File: src/rtl/ptimer_cmp.sv
module ptimer_cmp #(
  parameter int CNT_W = 48
) (
  input  logic             clk,
  input  logic             rst_n,
  input  logic [CNT_W-1:0] cnt_i,
  input  logic             en_i,
  input  logic             imask_i,
  input  logic             wr_en_i,
  input  logic [63:0]      wr_data_i,
  output logic [63:0]      rd_data_o,
  output logic             status_o,
  output logic             irq_o
);
  localparam int RW = 64;

  logic [CNT_W-1:0] cval_q;
  logic             status_q;
  logic             unused_wr_hi;

  always_ff @(posedge clk or negedge rst_n) begin
    if (!rst_n) begin
      cval_q   <= '0;
      status_q <= 1'b0;
    end else begin
      status_q <= en_i && (cnt_i >= cval_q);
      if (wr_en_i) cval_q <= wr_data_i[CNT_W-1:0];
    end
  end

  assign unused_wr_hi = ^wr_data_i;
  assign rd_data_o    = RW'(cval_q);
  assign status_o     = status_q;
  assign irq_o        = status_q & ~imask_i;

  a_r2_met: assert property (@(posedge clk) disable iff (!rst_n)
    (en_i && (RW'(cnt_i) >= rd_data_o)) |=> status_o);
  a_r2_not_met: assert property (@(posedge clk) disable iff (!rst_n)
    (RW'(cnt_i) < rd_data_o) |=> !status_o);
  a_r3_disabled: assert property (@(posedge clk) disable iff (!rst_n)
    !en_i |=> !status_o);
  a_r6_write_lands: assert property (@(posedge clk) disable iff (!rst_n)
    wr_en_i |=> rd_data_o[CNT_W-1:0] == $past(wr_data_i[CNT_W-1:0]));
  a_r8_hold: assert property (@(posedge clk) disable iff (!rst_n)
    !wr_en_i |=> $stable(rd_data_o));

  generate
    if (CNT_W < RW) begin : g_narrow
      a_r4_upper_zero: assert property (@(posedge clk) disable iff (!rst_n)
        rd_data_o[RW-1:CNT_W] == '0);
    end
  endgenerate
endmodule

File: config.mk
export PLATFORM = sky130hd
export DESIGN_NAME = ptimer_cmp
export DESIGN_NICKNAME = d
export VERILOG_FILES = /design/src/rtl/ptimer_cmp.sv
export SDC_FILE = /design/constraint.sdc
export NUM_CORES = 1
export LEC_CHECK = 0
export BUFFER_PORTS_ARGS = -buffer_cell sky130_fd_sc_hd__buf_2
export CAP_MARGIN = 0
export CORE_ASPECT_RATIO = 0.6
export CORE_MARGIN = 5
export CORE_UTILIZATION = 30
export CTS_CLUSTER_SIZE = 24
export DETAILED_ROUTE_END_ITERATION = 12
export SLEW_MARGIN = 20
export SYNTH_ARGS = -nofsm -noshare
export SYNTH_HDL_FRONTEND = slang
export SYNTH_SLANG_ARGS = --single-unit
File: constraint.sdc
create_clock -name clk -period 2.3 [get_ports clk]
set_input_delay 0 -clock clk [delete_from_list [all_inputs] [get_ports clk]]
set_output_delay 0 -clock clk [all_outputs]
set_load 0.005 [all_outputs]
Word-level counts from Yosys, hierarchy flattened
Cells that the tools add are included.
{"block": "classes", "n_shift": 0, "n_eq_ne": 0, "n_bitwise": 2, "n_addsub": 0, "muxes": 0, "mul": 0, "n_div": 0, "order_cmp": 1, "n_reduce_logical": 1}
{"op": "greater-or-equal comparator 48 bit", "count": 1}
{"op": "bitwise AND 1 bit", "count": 1}
{"op": "logical AND 1 bit", "count": 1}
{"op": "NOT 1 bit", "count": 1}
{"block": "totals", "romBits": 0, "latchBits": 0, "input_bits": 117, "n_memories": 0, "wordCells": 6, "out_inout_bits": 66, "mem_bits_rw": 0, "reg_bits": 49}

Longest topological paths before layout
Gate-level depths: netlist of run 1.
{"block": "logic_depth", "depth_word": 2, "mapped_depth": 8, "ltp_nobuf": 8}

Worst setup path before layout of run 1
Ideal clock, no wire load.
{"block": "synth_path", "path_kind": "reg-to-reg", "start": "reg cval_q[39]", "end": "reg status_q (netlist: status_o)", "path_slack_ns": 0.157, "t_required_ns": 2.205, "stages_incl_launch_ff": 9, "period_less_slack_ns": 2.143, "path_buffers": 0, "t_arrival_ns": 2.048, "path_cell_list": "dfrtp_1 > inv_1 > ha_1 > nand4_1 > or4_1 > or4_4 > o22ai_1 > o21ai_0 > o31ai_1"}
{"block": "synth_via", "elab_chain_cells": 2}
{"element": "start, declared", "line_no": "17", "text": "logic [CNT_W-1:0] cval_q;"}
{"element": "start signal, assigned", "line_no": "27", "text": "if (wr_en_i) cval_q <= wr_data_i[CNT_W-1:0];"}
{"element": "greater-or-equal comparator 48 bit", "line_no": "26", "text": "status_q <= en_i && (cnt_i >= cval_q);"}
{"element": "logical AND 1 bit", "line_no": "26"}
{"element": "end signal, assigned", "line_no": "26"}
{"element": "end, declared", "line_no": "18", "text": "logic status_q;"}
No other way between the ends.
A chain may end at the register's enable or synchronous reset.

Worst setup path in the final report of run 1
{"block": "layout_path", "start": "reg cval_q[42]", "end": "reg status_q (netlist: status_o)"}
The elaborated chain is that of the path after synthesis.

==> metrics.txt, run 1 <==
part of the Yosys area used for sequential elements=between 40% and 50%; Tmin final=2.25 ns; Top Layer Used=met4; Final Skew=0.00293 ns; placed instance area=3870 µm²; Worst Hold Depth=3; required time of the critical path=around 2.5 ns; die span in y=87.5 µm; Die Area=12,200 µm²; post-DR vias/cell=4.32; clock transition at the registers of the reported paths=0.07 ns; CTS tree=yes; Post-synth EDFFs=0; Leak=2.50 nW; clock sink count=49; Die X=between 100 and 150 µm; vias in the first global route=3,107; final setup vio count=0; Critical R2R Capture=status_o; top_reg_cell synth=dfrtp_1; Max FO, Critical Path=3; R2R setup slack=0.05 ns; hold_sp=wr_en_i; Clk Latency, worst-skew pair=slightly below 0.3 ns; WHS Endpoint=cval_q[8]; max-cap violations=0; Syn Area/Cell=around 8.9 µm²; first-pass GRT wire length=between 15 and 20 mm; Slew headroom=about 56%; cell taking the most area after synthesis=dfrtp_1; DRT iter0 DRCs=119; Cells after Synth=337; layout filler cell count=941; Synth-to-Final Area Change=53.0%; Max stage delay on crit path=0.61 ns; CP Cell Sequence=inv_2 -> ha_4 -> nand4_1 -> or4_4 -> or4_4 -> o22ai_2 -> o21ai_1 -> o31ai_1; fin area=around 4600 µm²; Min-Delay Path Class=primary input to flop; CP Launch Type=flop; ys async rst share=100%; Worst setup EP type=flop; # nets final=708; Critical path buffers and inverters=1; Peak VDD IR=0.240 mV; WL met1=between 4 and 5 mm; register area=around 1200 µm²; WS Path Type=flop to flop; final wirelength=9.15 mm; status=finished clean; Max Buffers Root-to-Sink=2; Slew Viols, Final=0; final number of hold-violating endpoints=0; Routed WL per cell=13.5 µm; Crit path max-delay family=simple AND/OR/NAND/NOR gates; RSZ-0062 raised after global routing=yes; critical path's slowest cell=or4_4; GRT Total Usage=about 15%; layout cell share with drive strength beyond 1=32.9%; cells on worst reg2reg path=8; R2R Path Start=cval_q[42]; Non-Filler Instances=679; worst-margin pin slew=between 0.6 and 0.7 ns; DR WL met2=4.03 mm; Inst Count DP=about 620; synth warn=0; TritonRoute pass-1 iters=4; Worst EP arrival=2.45 ns; initial antenna violation count=0; CTS H-tree depth=2; Buffers on Ports=150; crit-path most repeated cell=or4_4; Power Density=515 nW/µm²; Cell variety after synth=26; placement row count=28; CTS Buf Count=5; post-synth top area share=40.8%; post-detail-place hpwl=around 7 mm; Cell Area, Synth=3010 µm²; Core Area=9810 µm²; total power=2.37 mW; number of antenna diodes=0; Overflow after GRT=0; Post-DRT Antenna Nets=0; Starting Density=between 30% and 40%; Vias=2,936; Routability Congestion=0.796; area of the multi-input gates=1550 µm²; DRC errors left=0; top cells by area, synth=dfrtp_1 41%, ha_1 20%, o21ai_0 9.0%; hold_ws=0.190 ns; final period utilization=a little over nine tenths; f_max=between 400 and 500 MHz; io pins=183; largest net degree at the start of global routing=50; synthesized flop and latch total=49; met3 wire length=637 µm; Root Buffer=clkbuf_16
==> power breakdown <==
| part | internal (mW) | total (mW) | switching (mW) |
|---|---|---|---|
| combinational | 0.337 | 0.666 | 0.328 |
| clock | 0.400 | 0.723 | 0.322 |
| sequential | 0.940 | 0.981 | 0.0419 |
==> sequential cells by signal, indices dropped and copies added (netlist names) <==
| register | count |
|---|---|
| cval_q | 48 |
| status_o | 1 |
==> cell type report <==
| class | count | area share, % |
|---|---|---|
| sequential | 49 | 26.7 |
| multi-input combinational | 228 | 33.8 |
| tap | 135 | 3.67 |
| clock buffer | 6 | 2.80 |
| clock inverter | 2 | 0.218 |
| inverter | 49 | 4.00 |
| timing repair buffer | 210 | 28.8 |
==> per-stage QoR <==
stage	worst slack (ns)	TNS (ns)	utilization, %
global placement	0.0528	0	39.4
CTS	0.00942	0	46.1
finish	0.0477	0	46.9
detailed placement	-0.0398	-0.0398	39.4
floorplan	0.157	0	-
global route	-0.0529	-0.0529	46.9
==> tightest hold or removal path: cells and delay by family <==
family / cells / cell delay, ns
AO/OA/AOI/OAI: 1 / 0.07
buffers and inverters: 1 / 0.25
AND/OR/NAND/NOR: 1 / 0.11
==> layer usage <==
layer,GRT usage [%],up-vias
met4,2.66,0
met3,4.86,8
met5,0,-
met2,24.5,102
met1,20.7,1306
li1,-,1520
==> what timing repair did <==
action,in CTS,in global routing
endpoints found under the hold margin,98,0
resized for setup,2,9
setup buffers,0,4
setup endpoints to repair,1,1
pin swaps,4,6
hold buffers,50,0
==> cell families after synthesis <==
family	Yosys count	synth area share, %
DFF	49	40.8
AOI/OAI and AO/OA	86	15.9
other	1	0.125
buffers and inverters	75	11.4
and+or+nand+nor	77	11.5
muxes	1	0.375
adders and majority gates	48	20.0
==> cells in the mapped netlist, types with 2 or more instances <==
cell type,n
a21o_1,9
a21oi_1,15
a221oi_1,4
and4_1,2
buf_1,4
buf_4,16
clkbuf_1,6
dfrtp_1,49
ha_1,48
inv_1,49
nand2_1,55
nand3_1,3
nand4_1,9
nor2_1,2
o21ai_0,54
o31ai_1,2
==> worst max-delay path by stage <==
stage / start / end / slack, ns / depth (start not counted)
finish: cval_q[42] / status_o / 0.05 / 8
global route: cval_q[42] / status_o / -0.05 / 8
CTS: cval_q[42] / status_o / 0.009 / 8
detailed placement: cval_q[39] / status_o / -0.04 / 8
global placement: cval_q[42] / status_o / 0.05 / 8
floorplan: cval_q[39] / status_o / 0.16 / 8
==> cells in the final DEF (no fill, tap or decap), types with 2 or more instances in the layout <==
| master | netlist | routed |
|---|---|---|
| and4_1 | 2 | 2 |
| nand2_1 | 55 | 55 |
| conb_1 | 1 | 16 |
| a21o_1 | 9 | 9 |
| ha_1 | 48 | 44 |
| dfrtp_1 | 49 | 49 |
| inv_1 | 49 | 45 |
| nand3_1 | 3 | 3 |
| a21oi_1 | 15 | 15 |
| nor2_1 | 2 | 2 |
| buf_2 | 0 | 150 |
| a221oi_1 | 4 | 4 |
| dlygate4sd3_1 | 0 | 50 |
| ha_4 | 0 | 4 |
| o31ai_1 | 2 | 2 |
| clkinv_2 | 0 | 2 |
| or4_4 | 1 | 2 |
| o21ai_0 | 54 | 53 |
| clkbuf_16 | 0 | 5 |
| inv_2 | 0 | 4 |
| nand4_1 | 9 | 9 |
| buf_4 | 16 | 10 |
(Power assumes the default switching activity.)
==> run 2, diff against run 1 <==
--- a/config.mk
+++ b/config.mk
@@ -5,7 +5,7 @@
 export SDC_FILE = /design/constraint.sdc
 export NUM_CORES = 1
 export LEC_CHECK = 0
-export BUFFER_PORTS_ARGS = -buffer_cell sky130_fd_sc_hd__buf_2
+export BUFFER_PORTS_ARGS = -buffer_cell sky130_fd_sc_hd__clkbuf_2
 export CAP_MARGIN = 0
 export CORE_ASPECT_RATIO = 0.6
 export CORE_MARGIN = 5
==> run 2 against run 1 <==
  * Highest routed layer unchanged
  * Hold slack got worse by 0.024 ns
  * Via count rose by 0.51%
  * Power rose by 0.26%
  * Sequential power barely moved
  * Non-clock buffer count rose by 2
  * Global-route usage fell by 0.12 points
  * Largest cell class unchanged
  * First-iteration DRC count fell by 13%
  * Final area barely moved
  * Critical path depth did not move
  * Sequential share of layout area barely moved
  * Critical endpoint unchanged
  * Die area did not move
==> metrics.txt, run 2 (synthesis results as in run 1) <==
Buffers on Ports=150 (unchanged); Final Skew=0.00392 ns (was 0.00293 ns); Worst setup EP type=flop (unchanged); setup TNS=0 ns (unchanged); Max FO, Critical Path=3 (unchanged); Slew headroom=49.4% (was 55.5%); Synth-to-Final Area Change=53.1% (was 53.0%); RSZ-0062 raised after global routing=no (was yes); sw power=0.698 mW (was 0.692 mW); placed instance area=3880 µm² (was 3870 µm²); DRC errors left=0 (unchanged); Routed WL per cell=13.5 µm (about the same); initial antenna violation count=0 (unchanged); Die X=139 µm (unchanged); required time of the critical path=2.50 ns (about the same); Root Buffer=clkbuf_16 (unchanged); number of antenna diodes=0 (unchanged); combinational share of power=28.2% (was 28.1%); max reg flops=48 (unchanged); CP Launch Type=flop (unchanged); Die Area=12,200 µm² (unchanged); first-pass GRT wire length=14.9 mm (was 15.1 mm); placement row count=28 (unchanged); final setup vio count=0 (unchanged); DRT iter0 DRCs=104 (was 119); final period utilization=95.9% (was 97.9%); io pins=183 (unchanged); Worst Hold Depth=3 (unchanged); cells on worst reg2reg path=8 (unchanged); CTS tree=yes (unchanged); Overflow after GRT=0 (unchanged); final number of hold-violating endpoints=0 (unchanged); TritonRoute pass-1 iters=4 (unchanged); worst-margin pin slew=0.760 ns (was 0.667 ns); Final WS setup=0.0935 ns (was 0.0477 ns); clock transition at the registers of the reported paths=0.07 ns (about the same); fin area=4600 µm² (about the same); Peak VDD IR=0.276 mV (was 0.240 mV); status=finished clean (unchanged); Min-Delay Path Class=primary input to flop (unchanged); Post-DRT Antenna Nets=0 (unchanged); Clk Latency, worst-skew pair=0.29 ns (about the same); clock sink count=49 (unchanged); clock share of power=30.5% (about the same); layout cell share with drive strength beyond 1=32.2% (was 32.9%); Tmin final=2.21 ns (was 2.25 ns); Vias=2,951 (was 2,936); Power Density=516 nW/µm² (was 515 nW/µm²); switch share=29.4% (was 29.2%); GRT Total Usage=15.1% (was 15.2%); largest net degree at the start of global routing=39 (was 50); f_max=453 MHz (was 444 MHz); Int Power=1.68 mW (about the same); Max Buffers Root-to-Sink=2 (unchanged); Routability Congestion=0.816 (was 0.796); Top reg by flops=cval_q (unchanged); Starting Density=30.6% (unchanged); CTS Buf Count=5 (unchanged); area of the multi-input gates=1540 µm² (was 1550 µm²); Worst EP arrival=2.41 ns (was 2.45 ns); final design utilization=46.9% (about the same); Core Area=9810 µm² (unchanged); post-DR vias/cell=4.33 (was 4.32); leading cell type in the layout, fill and taps excluded=clkbuf_2 (was buf_2); vias in the first global route=3,114 (was 3,107); CTS H-tree depth=2 (unchanged); layout filler cell count=971 (was 941); post-detail-place hpwl=7.23 mm (was 7.00 mm); WS Path Type=flop to flop (unchanged); die span in y=87.5 µm (unchanged); pre-CTS setup slack=-0.0248 ns (was -0.0398 ns); total power=2.38 mW (was 2.37 mW); max-cap violations=0 (unchanged); Slew Viols, Final=0 (unchanged); Leak=2.53 nW (was 2.50 nW); register area=1230 µm² (unchanged); final wirelength=9.17 mm (was 9.15 mm); # nets final=710 (was 708); most frequent cells in the layout=150 x clkbuf_2, 55 x nand2_1, 54 x o21ai_0 (was 150 x buf_2, 55 x nand2_1, 53 x o21ai_0); Sequential Power Share=41.4% (about the same)
## run 2: worst paths after layout
kind                            start    endpoint  slack [ns]
min in group asynchronous       rst_n  cval_q[34]        0.31
setup reg to reg           cval_q[39]    status_o        0.09
hold reg to reg            cval_q[11]  cval_q[11]        0.57
hold / removal                wr_en_i   cval_q[5]        0.17
setup / recovery           cval_q[39]    status_o        0.09
max in group asynchronous       rst_n  cval_q[12]        1.20
## run 2: through the flow
stage | hold slack (ns) | std cells
after floorplan | -0.296 | 352
after global placement | 0.109 | 618
after detailed placement | 0.112 | 618
after CTS | 0.172 | 677
after global routing | 0.218 | 681
final | 0.166 | 681
## run 2: power by group through the flow
stage,registers [mW],logic [mW],clock network (mW)
5_1_grt,0.992,0.771,0.790
2_1_floorplan,1.00,0.304,0
4_1_cts,0.983,0.656,0.758
3_3_place_gp,0.996,0.571,0
6_report,0.983,0.669,0.724
3_5_place_dp,0.998,0.583,0
## run 2: critical path: stages (launching register included)
cell	delay, ns
dfrtp_1	0.36
inv_1	0.08
ha_4	0.28
nand4_1	0.12
or4_4	0.57
or4_4	0.44
o22ai_2	0.11
o21ai_0	0.08
o31ai_1	0.07
## run 2: repair_timing
action / CTS / global route
hold endpoints to repair: 76 / 0
pin swaps: 2 / 5
hold buffers: 50 / 0
gates resized for setup: 1 / 4
setup endpoints to repair: 1 / 1
buffers inserted: 1 / 4
## run 2: final cells by class
class | instances | share of cell area (%)
Tap cell | 135 | 3.67
Clock buffer | 6 | 2.80
Inverter | 49 | 4.00
Timing Repair Buffer | 212 | 29.2
Sequential cell | 49 | 26.7
Clock inverter | 2 | 0.218
Multi-Input combinational cell | 228 | 33.5
## run 2: per-layer routing
metal	wire, µm	track usage [%]
met1	4420	20.1
met2	4000	24.3
met3	686	5.51
met4	55	2.66
met5	0	0
